File: src/rtl/afc_pkg.sv
package afc_pkg;
  localparam int unsigned AFC_WORD_W = 28;
  localparam int unsigned AFC_CHK_W  = 22;

  typedef enum logic {
    ERR_IDLE    = 1'b0,
    ERR_STRETCH = 1'b1
  } err_state_e;
endpackage

File: src/rtl/afc_copy_bank.sv
module afc_copy_bank #(
  parameter int unsigned WORD_W = afc_pkg::AFC_WORD_W,
  parameter int unsigned CHK_W  = afc_pkg::AFC_CHK_W
) (
  input  logic              clk,
  input  logic              rst_n,
  input  logic              gate_en,
  input  logic [WORD_W-1:0] d,
  output logic [WORD_W-1:0] q
);
  localparam int unsigned CTL_W = WORD_W - CHK_W;

  logic [CHK_W-1:0] lo_q;
  logic [CTL_W-1:0] hi_q;

  always_ff @(posedge clk) begin
    if (!rst_n) begin
      lo_q <= '0;
      hi_q <= '0;
    end else begin
      hi_q <= d[WORD_W-1:CHK_W];
      if (gate_en) lo_q <= d[CHK_W-1:0];
    end
  end

  assign q = {hi_q, lo_q};

  AST_GATED_HOLD: assert property (@(posedge clk) disable iff (!rst_n)
    !gate_en |=> $stable(q[CHK_W-1:0]));
  AST_SEL_LOAD: assert property (@(posedge clk) disable iff (!rst_n)
    gate_en |=> q == $past(d));
  AST_CTL_FOLLOW: assert property (@(posedge clk) disable iff (!rst_n)
    1'b1 |=> q[WORD_W-1:CHK_W] == $past(d[WORD_W-1:CHK_W]));
endmodule

File: src/rtl/afc_parity_chk.sv
module afc_parity_chk #(
  parameter int unsigned CHK_W = afc_pkg::AFC_CHK_W
) (
  input  logic             clk,
  input  logic             rst_n,
  input  logic [CHK_W-1:0] chk,
  input  logic             par_in,
  output logic             miss_q,
  output logic             err_n
);
  import afc_pkg::*;

  // Odd rule: checked bits plus parity bit must hold an odd count of ones.
  function automatic logic odd_miss(input logic [CHK_W-1:0] b, input logic p);
    return ~(^{b, p});
  endfunction

  logic       miss_w;
  err_state_e st_q;
  logic       err_n_q;

  assign miss_w = odd_miss(chk, par_in);

  always_ff @(posedge clk) begin
    if (!rst_n) begin
      miss_q  <= 1'b0;
      st_q    <= ERR_IDLE;
      err_n_q <= 1'b1;
    end else begin
      miss_q <= miss_w;
      if (miss_q) begin
        err_n_q <= 1'b0;
        st_q    <= ERR_STRETCH;
      end else if (st_q == ERR_STRETCH) begin
        err_n_q <= 1'b0;
        st_q    <= ERR_IDLE;
      end else begin
        err_n_q <= 1'b1;
      end
    end
  end

  assign err_n = err_n_q;

  AST_PAR_RESULT: assert property (@(posedge clk) disable iff (!rst_n)
    1'b1 |=> miss_q == $past(($countones({chk, par_in}) & 1) == 0));
  AST_ERR_AFTER_MISS: assert property (@(posedge clk) disable iff (!rst_n)
    miss_q |=> !err_n);
  AST_ERR_STRETCH: assert property (@(posedge clk) disable iff (!rst_n)
    (miss_q && st_q == ERR_IDLE) |=> ##1 !err_n);
  AST_ERR_RELEASE: assert property (@(posedge clk) disable iff (!rst_n)
    (!miss_q && st_q == ERR_IDLE) |=> err_n);
endmodule

File: src/rtl/addr_cmd_fanout_reg.sv
module addr_cmd_fanout_reg #(
  parameter int unsigned WORD_W = afc_pkg::AFC_WORD_W,
  parameter int unsigned CHK_W  = afc_pkg::AFC_CHK_W
) (
  input  logic              clk,
  input  logic              rst_n,
  input  logic [WORD_W-1:0] din,
  input  logic              par_in,
  output logic [WORD_W-1:0] q_a,
  output logic [WORD_W-1:0] q_b,
  output logic              par_out,
  output logic              err_n
);
  localparam int unsigned NCOPY   = 2;
  localparam int unsigned SEL_POS = CHK_W;

  logic              gate_en;
  logic [WORD_W-1:0] q_cp [NCOPY];

  // Either active-low rank select low enables the checked field.
  assign gate_en = ~&din[SEL_POS+1:SEL_POS];

  for (genvar c = 0; c < NCOPY; c++) begin : g_copy
    afc_copy_bank #(.WORD_W(WORD_W), .CHK_W(CHK_W)) u_bank (
      .clk(clk), .rst_n(rst_n), .gate_en(gate_en), .d(din), .q(q_cp[c])
    );
  end

  assign q_a = q_cp[0];
  assign q_b = q_cp[1];

  afc_parity_chk #(.CHK_W(CHK_W)) u_par (
    .clk(clk), .rst_n(rst_n), .chk(din[CHK_W-1:0]), .par_in(par_in),
    .miss_q(par_out), .err_n(err_n)
  );

  AST_RESET_CLEAR: assert property (@(posedge clk)
    !rst_n |=> (q_a == '0 && par_out == 1'b0 && err_n == 1'b1));
endmodule

File: config.mk
export PLATFORM = sky130hd
export DESIGN_NAME = addr_cmd_fanout_reg
export DESIGN_NICKNAME = d
export VERILOG_FILES = /design/src/rtl/afc_pkg.sv /design/src/rtl/afc_copy_bank.sv /design/src/rtl/afc_parity_chk.sv /design/src/rtl/addr_cmd_fanout_reg.sv
export SDC_FILE = /design/constraint.sdc
export NUM_CORES = 1
export LEC_CHECK = 0
export ABC_CLOCK_PERIOD_IN_PS = 1550
export BUFFER_PORTS_ARGS = -buffer_cell sky130_fd_sc_hd__buf_2
export CORE_ASPECT_RATIO = 0.5
export CORE_UTILIZATION = 40
export DETAILED_ROUTE_END_ITERATION = 7
export PLACE_DENSITY = 0.76
export RECOVER_POWER = 100
export SLEW_MARGIN = 30
export SYNTH_ARGS = -nofsm -noshare
export SYNTH_HDL_FRONTEND = slang
export SYNTH_SLANG_ARGS = --single-unit
File: constraint.sdc
create_clock -name clk -period 1.55 [get_ports clk]
set_input_delay 0.31 -clock clk [delete_from_list [all_inputs] [get_ports clk]]
set_output_delay 0.31 -clock clk [all_outputs]
set_load 0.01 [all_outputs]
==> results of run 1 <==
[routing by layer]
metal,wire [um],up-vias
li1,-,608
met1,1270,510
met3,157,0
met4,0,0
met5,0,-
met2,1360,36
[registers in the layout, summed over array words and instances, names as in the netlist]
name and cells:
g_copy.u_bank.lo_q 22, u_par.st_q 1, g_copy.u_bank.hi_q 6, u_par.miss_q 1
u_par.err_n 1
[power breakdown]
| group | internal, mW | switching [mW] |
|---|---|---|
| Clock | 0.306 | 0.278 |
| Sequential | 0.865 | 0.0362 |
| Combinational | 0.211 | 0.211 |
| Total | 1.38 | 0.526 |
[worst register-to-register path: stages, from the launching register on]
cell      delay [ns]
dfxtp_1         0.35
nand2_1         0.05
a21boi_0        0.16
[metrics by stage]
stage          area, um2  setup slack (ns)
2_1_floorplan       1450             0.145
3_3_place_gp        1750           -0.0520
3_5_place_dp        1750           -0.0814
4_1_cts             1830             0.210
5_1_grt             1760             0.168
6_report            1760             0.218
[cells in the mapped netlist]
cell type,n,area share (%)
nand2_1,45,12
dfxtp_1,31,43
buf_4,28,14
a21boi_0,22,11
xnor2_1,16,9.7
and2_1,8,3.5
clkbuf_1,7,1.8
xor2_1,4,2.4
and2_0,1,0.43
o21ai_0,1,0.34
xnor3_1,1,1.6
[path summary, 6_finish.rpt]
path                              from                   endpoint  slack, ns  cells after the start
max                            din[11]               u_par.miss_q       0.22                      6
max reg2reg  g_copy[0].u_bank.lo_q[18]  g_copy[0].u_bank.lo_q[18]       0.91                      2
min                            din[25]   g_copy[1].u_bank.hi_q[3]       0.24                      2
min reg2reg                 u_par.st_q                u_par.err_n       0.41                      1
[final cells by class]
class | instances | area, um2 | area share (%)
flip-flops and latches | 31 | 621 | 35.3
multi-input cells | 98 | 593 | 33.8
repair buffers | 92 | 395 | 22.5
clock buffers | 5 | 68.8 | 3.92
well taps | 51 | 63.8 | 3.63
clock inverters | 3 | 15.0 | 0.855
[cell families (layout without fill, tap and decap cells)]
family / Yosys count / after routing
buffers and inverters: 35 / 100
xor gates and xnor gates: 21 / 21
AOI/OAI and AO/OA: 23 / 23
DFF: 31 / 31
and+or+nand+nor: 54 / 54
[cell usage in the layout (no fill, tap or decap), drive strengths merged]
master	netlist	layout
and2	9	9
nand2	45	45
xor2	4	4
dfxtp	31	31
clkinv	0	3
a21boi	22	22
xnor2	16	16
buf	28	32
clkbuf	7	65
o21ai	1	1
xnor3	1	1
==> results by group, run 1 <==
Final layout
  • Final layout net count: 259
  • Fill count: 394
  • Util after Layout: 50.9%
  • Finished Layout Cells: 280
  • # diodes: 0
  • Area Overhead vs Synth: 21.1%
  • Layout cell share with drive strength beyond 1: roughly 17%

Clock tree
  • Maximum clock path buffer count: 2
  • Htree depth: 2
  • Total CTS buffers: 5
  • Hold-fix buffers, CTS: 0
  • Clk root buf: clkbuf_8
  • Sink Count: 31
  • Setup bufs post-CTS: 0
  • Clock latency on the worst-skew pair: ~0.27 ns
  • CTS tree: done
  • # resized after CTS: 0
  • Worst-path clk slew: 0.06 ns

Route
  • Drt total wl: 2790 um
  • DRT iter0 DRCs: 18
  • Vias: roughly 1.2k
  • Routed vias/inst: roughly 4.1
  • First-pass DRT Iterations: 4
  • Drt drc: 0
  • Post-route antenna net violation count: 0
  • WL per Instance: 9.95 um

Floorplan
  • Die footprint: 3880 um2
  • DIE WIDTH: 87.2 um
  • Die height: 44.6 um
  • Rows: 15
  • Starting Density: 42.0%
  • Core area: 3450 um2
  • IO Count: between 80 and 90

Yosys
  • Net Count, Synth: 195
  • Multiplexer share of the synthesized area: 0%
  • Yosys Warn Count: 0
  • Flip-flop and latch count after synthesis: 31
  • Synth Area in Compound Gates: 11.7%
  • Simple-gate area share of the yosys netlist: between 10% and 20%
  • Fraction of the yosys area taken by sequential cells: a little over two fifths
  • Syn_area_per_cell: between 8 and 9 um2
  • Xor/xnor cell area share of the yosys netlist: between 10% and 20%
  • Cell area after synthesis: ~1500 um2
  • Cells after Synth: 164
  • Fraction of the mapped netlist area in adder cells: 0%
  • Yosys cell types: 11
  • Main combinational cell family by area after synthesis: buffers and inverters

Setup path
  • Crit-path most repeated cell: xnor2_1
  • Slowest CP cell: xnor3_1
  • Delay-heaviest family, CP: XOR/XNOR gates
  • Crit. End Element: flop
  • Crit path max fanout: 2
  • Crit path kind: in2reg
  • Worst EP required: 1.71 ns
  • Cell breakdown of the critical path: clkbuf_1 -> xnor2_1 -> xnor2_1 -> xnor2_1 -> xnor3_1 -> and2_1
  • Worst Path Arrival: around 1.5 ns
  • Max stage delay on crit path: 0.39 ns
  • CP Launch Type: primary input
  • Buf/Inv on CP: 1

GRT
  • Maximum number of pins on one net before global-route repair: 32
  • Global routing's busiest layer: met2
  • Met2 usage: 23.9%
  • Grt ovf: 0
  • Met3 Usage GRT: between 4 and 5%
  • GR Util met1: 17.5%
  • Antenna violations before repair: 0
  • Overall routing resource usage: 13.9%
  • Vias in the first global route: 936
  • Wire length of the first global-routing pass: 4100 um

STA
  • Worst Skew: ~0.00024 ns
  • Slew margin rel.: about a third
  • Hold_ws: 0.239 ns
  • Final setup vio count: 0
  • Max-slew violation count: 0
  • Crit path time final: 1.33 ns
  • FMAX: 751 MHz
  • Final cycle utilization of the critical path: 86.0%
  • RSZ-0062 raised after global routing: no
  • Hold Fails Final Rpt: 0
  • Worst slew pin tran: 1.01 ns
  • Sum Neg Setup Slack: 0 ns

Outcome
  • Status: complete, no violations

Placed design
  • Cells after DPL: 272
  • DP Wirelength: 2120 um
  • PortBufs: between 80 and 90
  • GPL Wtd Cong: 0.640

Power and ir drop
  • Total Power: ~1.9 mW
  • Power per cell area: around 1100 nW/um2
  • Peak supply drop: 459 uV
  • Lkg Pwr: 0.728 nW

Run
  • Max-Cap Viols: 0

Min path
  • Worst hold path type: in2reg
Note: power is estimated with default switching activity, not from simulation.
==> inputs of run 2 (changes only) <==
--- a/config.mk
+++ b/config.mk
@@ -8,9 +8,9 @@
 export ABC_CLOCK_PERIOD_IN_PS = 1550
 export BUFFER_PORTS_ARGS = -buffer_cell sky130_fd_sc_hd__buf_2
 export CORE_ASPECT_RATIO = 0.5
-export CORE_UTILIZATION = 40
+export CORE_UTILIZATION = 37
 export DETAILED_ROUTE_END_ITERATION = 7
-export PLACE_DENSITY = 0.76
+export PLACE_DENSITY = 0.71
 export RECOVER_POWER = 100
 export SLEW_MARGIN = 30
 export SYNTH_ARGS = -nofsm -noshare
==> results by group, run 2 (synthesis gave the netlist of run 1 again) <==
GRT
  • Overall routing resource usage: 13.5%
  • Maximum number of pins on one net before global-route repair: 32
  • Grt ovf: 0
  • Antenna violations before repair: 0
  • Wire length of the first global-routing pass: 4220 um
  • Vias in the first global route: just under 1k

Clock tree
  • Hold-fix buffers, CTS: 0
  • Htree depth: 2
  • Clk root buf: clkbuf_8
  • # resized after CTS: 0
  • Total CTS buffers: 5
  • Clock latency on the worst-skew pair: 0.28 ns
  • Sink Count: 31
  • Maximum clock path buffer count: 2
  • Worst-path clk slew: around 0.06 ns
  • CTS tree: done
  • Setup bufs post-CTS: 0

Power and ir drop
  • Power per cell area: approximately 1200 nW/um2
  • Lkg Pwr: 0.735 nW
  • Peak supply drop: approximately 520 uV

Final layout
  • Area Overhead vs Synth: 23.0%
  • Finished Layout Cells: roughly 280
  • Top reg by flops: g_copy.u_bank.lo_q
  • Layout cell share with drive strength beyond 1: 17.1%
  • Most common cell after layout, fill and taps aside: clkbuf_1
  • Max reg flops: 22
  • Commonest non-fill, non-tap cells in the layout: clkbuf_1, nand2_1, dfxtp_1, buf_2, a21boi_0
  • Top flop regs: g_copy.u_bank.lo_q (22), g_copy.u_bank.hi_q (6)
  • Util after Layout: 49.7%
  • Final layout net count: 258
  • # diodes: 0

Setup path
  • Crit path max fanout: 2
  • Crit path kind: in2reg
  • Worst EP required: 1.72 ns
  • Worst Path Arrival: 1.49 ns
  • CP Launch Type: primary input
  • Crit. End Element: flop

Route
  • Post-route antenna net violation count: 0
  • Drt drc: 0
  • Drt total wl: 2870 um
  • First-pass DRT Iterations: 4
  • Routed vias/inst: 4.19
  • DRT iter0 DRCs: 37
  • WL per Instance: 10.3 um
  • Vias: 1168

Floorplan
  • DIE WIDTH: 90.5 um
  • Die footprint: roughly 4200 um2
  • Rows: 15
  • Die height: ~46 um
  • Starting Density: 40.5%
  • IO Count: 89
  • Core area: between 3000 and 4000 um2

STA
  • FMAX: 754 MHz
  • Worst Skew: 0.00199 ns
  • Final setup vio count: 0
  • Max-slew violation count: 0
  • Final cycle utilization of the critical path: 85.5%
  • Worst slew pin tran: slightly above 1 ns
  • Hold Fails Final Rpt: 0
  • Hold_ws: 0.235 ns
  • RSZ-0062 raised after global routing: no
  • Crit path time final: 1.33 ns
  • Slew margin rel.: 32.1%

Placed design
  • Cells after DPL: 271
  • GPL Wtd Cong: 0.665
  • DP Wirelength: about 2200 um
  • PortBufs: 88

Outcome
  • Status: complete, no violations

Run
  • Max-Cap Viols: 0

Min path
  • Worst hold path type: in2reg
## run 2: cell type report
type | count | area [um2]
Clock buffer | 6 | 82.6
Multi-Input combinational cell | 98 | 593
Timing Repair Buffer | 91 | 388
Clock inverter | 2 | 35.0
Fill cell | 400 | 1800
Sequential cell | 31 | 621
Tap cell | 51 | 63.8
## run 2: worst paths after layout
path                             from                  endpoint  slack [ns]  cells past startpoint
max                           din[11]              u_par.miss_q        0.22                      6
min                           din[24]  g_copy[1].u_bank.hi_q[2]        0.24                      2
max reg2reg  g_copy[0].u_bank.lo_q[3]  g_copy[0].u_bank.lo_q[3]        0.91                      2
min reg2reg                u_par.st_q               u_par.err_n        0.41                      1
## run 2: critical path, cell delays in order
cell	delay (ns)
buf_2	0.11
xnor2_1	0.21
xnor2_1	0.17
xnor2_1	0.15
xnor3_1	0.39
and2_1	0.16
## run 2: per-stage QoR
stage               cell area [um2]  setup slack, ns  total power [mW]  setup TNS (ns)
global placement               1740          -0.0651              1.36         -0.0651
detailed placement             1740          -0.0696              1.37         -0.0696
global route                   1780            0.182              2.24               0
floorplan                      1450            0.145              1.24               0
CTS                            1860            0.219              2.18               0
finish                         1780            0.224              2.12               0
## run 2: power by group
| part | switching (mW) | total (mW) | internal (mW) |
|---|---|---|---|
| registers | 0.0390 | 0.904 | 0.865 |
| clock network | 0.284 | 0.803 | 0.519 |
| logic | 0.206 | 0.415 | 0.209 |
| total | 0.529 | 2.12 | 1.59 |
## run 2: per-layer routing
layer  track usage [%]  part of all wire [%]  vias up
met1              15.8                    45      523
met3              6.11                   5.8        2
met2              22.0                    48       34
met4              5.81                  0.66        0
met5                 0                     0        -
li1                  -                     -      609
==> inputs of run 3 (changes only) <==
--- a/config.mk
+++ b/config.mk
@@ -12,6 +12,7 @@
 export DETAILED_ROUTE_END_ITERATION = 7
 export PLACE_DENSITY = 0.71
 export RECOVER_POWER = 100
+export SETUP_SLACK_MARGIN = 0.4
 export SLEW_MARGIN = 30
 export SYNTH_ARGS = -nofsm -noshare
 export SYNTH_HDL_FRONTEND = slang
==> results by group, run 3 (synthesis gave the netlist of run 1 again) <==
Placed design
  • Post-place instance area: 1750 um2
  • Cells after DPL: 270
  • GPL Wtd Cong: 0.666
  • PortBufs: 88
  • DP Wirelength: 2160 um

Outcome
  • Status: complete, no violations

Setup path
  • Crit path kind: in2reg
  • Worst Path Arrival: 1.46 ns
  • Crit. End Element: flop
  • FF-to-FF path depth: 2
  • CP Launch Type: primary input
  • Worst EP required: 1.71 ns
  • Crit path max fanout: 1

Min path
  • Cells on Worst Hold Path: 2
  • Worst hold path type: in2reg

Clock tree
  • Clock latency on the worst-skew pair: 0.27 ns
  • Worst-path clk slew: 0.06 ns
  • Total CTS buffers: 5
  • Hold-fix buffers, CTS: 0
  • CTS tree: done
  • Sink Count: 31
  • Setup bufs post-CTS: 0
  • Clk root buf: clkbuf_8
  • Htree depth: 2
  • Maximum clock path buffer count: 2

Final layout
  • Post-route cell area: 1770 um2
  • Top flop regs: g_copy.u_bank.lo_q (22), g_copy.u_bank.hi_q (6)
  • Finished Layout Cells: approximately 280
  • Top reg by flops: g_copy.u_bank.lo_q
  • # diodes: 0
  • Final layout net count: 257
  • Commonest non-fill, non-tap cells in the layout: clkbuf_1, nand2_1, dfxtp_1, buf_2, a21boi_0
  • Most common cell after layout, fill and taps aside: clkbuf_1
  • Fill count: between 400 and 500
  • Area Overhead vs Synth: 22.3%
  • Layout cell share with drive strength beyond 1: 17.3%
  • Max reg flops: 22

STA
  • FMAX: just under 800 MHz
  • Final setup vio count: 0
  • RSZ-0062 raised after global routing: yes
  • Worst Skew: 0.0000384 ns
  • Slew margin rel.: approximately 29%
  • Hold Fails Final Rpt: 0
  • Sum Neg Setup Slack: 0 ns
  • Hold_ws: 0.247 ns
  • Worst slew pin tran: between 1 and 1.5 ns
  • Crit path time final: 1.29 ns
  • Max-slew violation count: 0
  • Final cycle utilization of the critical path: about 83%

GRT
  • Maximum number of pins on one net before global-route repair: 32
  • Antenna violations before repair: 0
  • Grt ovf: 0
  • Overall routing resource usage: 14.1%
  • Vias in the first global route: 1034
  • Wire length of the first global-routing pass: 4510 um

Power and ir drop
  • Power per cell area: 1100 nW/um2
  • Lkg Pwr: 0.733 nW
  • Total Power: 1.94 mW
  • Peak supply drop: 400 uV

Route
  • Vias: ~1.2k
  • Drt drc: 0
  • Routed vias/inst: approximately 4.2
  • Post-route antenna net violation count: 0
  • Drt total wl: 2950 um
  • DRT iter0 DRCs: 28
  • WL per Instance: about 11 um
  • First-pass DRT Iterations: 3

Run
  • Max-Cap Viols: 0

Floorplan
  • Rows: 15
  • Core area: 3580 um2
  • IO Count: about 90
  • Starting Density: between 40% and 50%
  • DIE WIDTH: between 90 and 100 um
  • Die height: approximately 46 um
  • Die footprint: 4190 um2
run 3: critical path, cell delays in order:
cell and delay [ns]:
buf_6 0.09, xor2_1 0.16, xnor2_1 0.22, xnor2_1 0.15, xnor3_1 0.39, and2_1 0.14
run 3: layout make-up:
type | instances | area (um2) | area share (%)
well taps | 51 | 63.8 | 3.60
repair buffers | 90 | 393 | 22.2
flip-flops and latches | 31 | 621 | 35.0
clock buffers | 6 | 82.6 | 4.66
multi-input cells | 98 | 608 | 34.3
clock inverters | 1 | 5.00 | 0.282
run 3: what timing repair did:
item / in CTS / in global routing
pin swaps: 5 / 0
setup endpoints to repair: 1 / 1
resized for setup: 2 / 0
run 3: path summary, 6_finish.rpt:
check	slack, ns	from	endpoint
worst max-delay path	0.26	par_in	u_par.miss_q
worst min-delay path	0.25	din[24]	g_copy[1].u_bank.hi_q[2]
worst max register to register	0.90	g_copy[0].u_bank.lo_q[11]	g_copy[0].u_bank.lo_q[11]
worst min register to register	0.41	u_par.st_q	u_par.err_n
run 3: power by group:
group	switching, mW	internal, mW
combinational	0.209	0.213
clock	0.271	0.348
sequential	0.0386	0.865
total	0.519	1.43
run 3: through the flow:
| step | util [%] | setup slack [ns] |
|---|---|---|
| after CTS | 51.6 | 0.248 |
| final | 49.5 | 0.258 |
| after detailed placement | 48.8 | -0.0741 |
| after global routing | 49.5 | 0.194 |
| after global placement | 48.8 | -0.0861 |
| after floorplan | - | 0.180 |
run 3: per-layer routing:
| metal | GRT usage, % | share of wire, % |
|---|---|---|
| met1 | 16.6 | 47 |
| met2 | 25.5 | 47 |
| met3 | 4.95 | 5.5 |
| met4 | 3.87 | 0.58 |
| met5 | 0 | 0 |
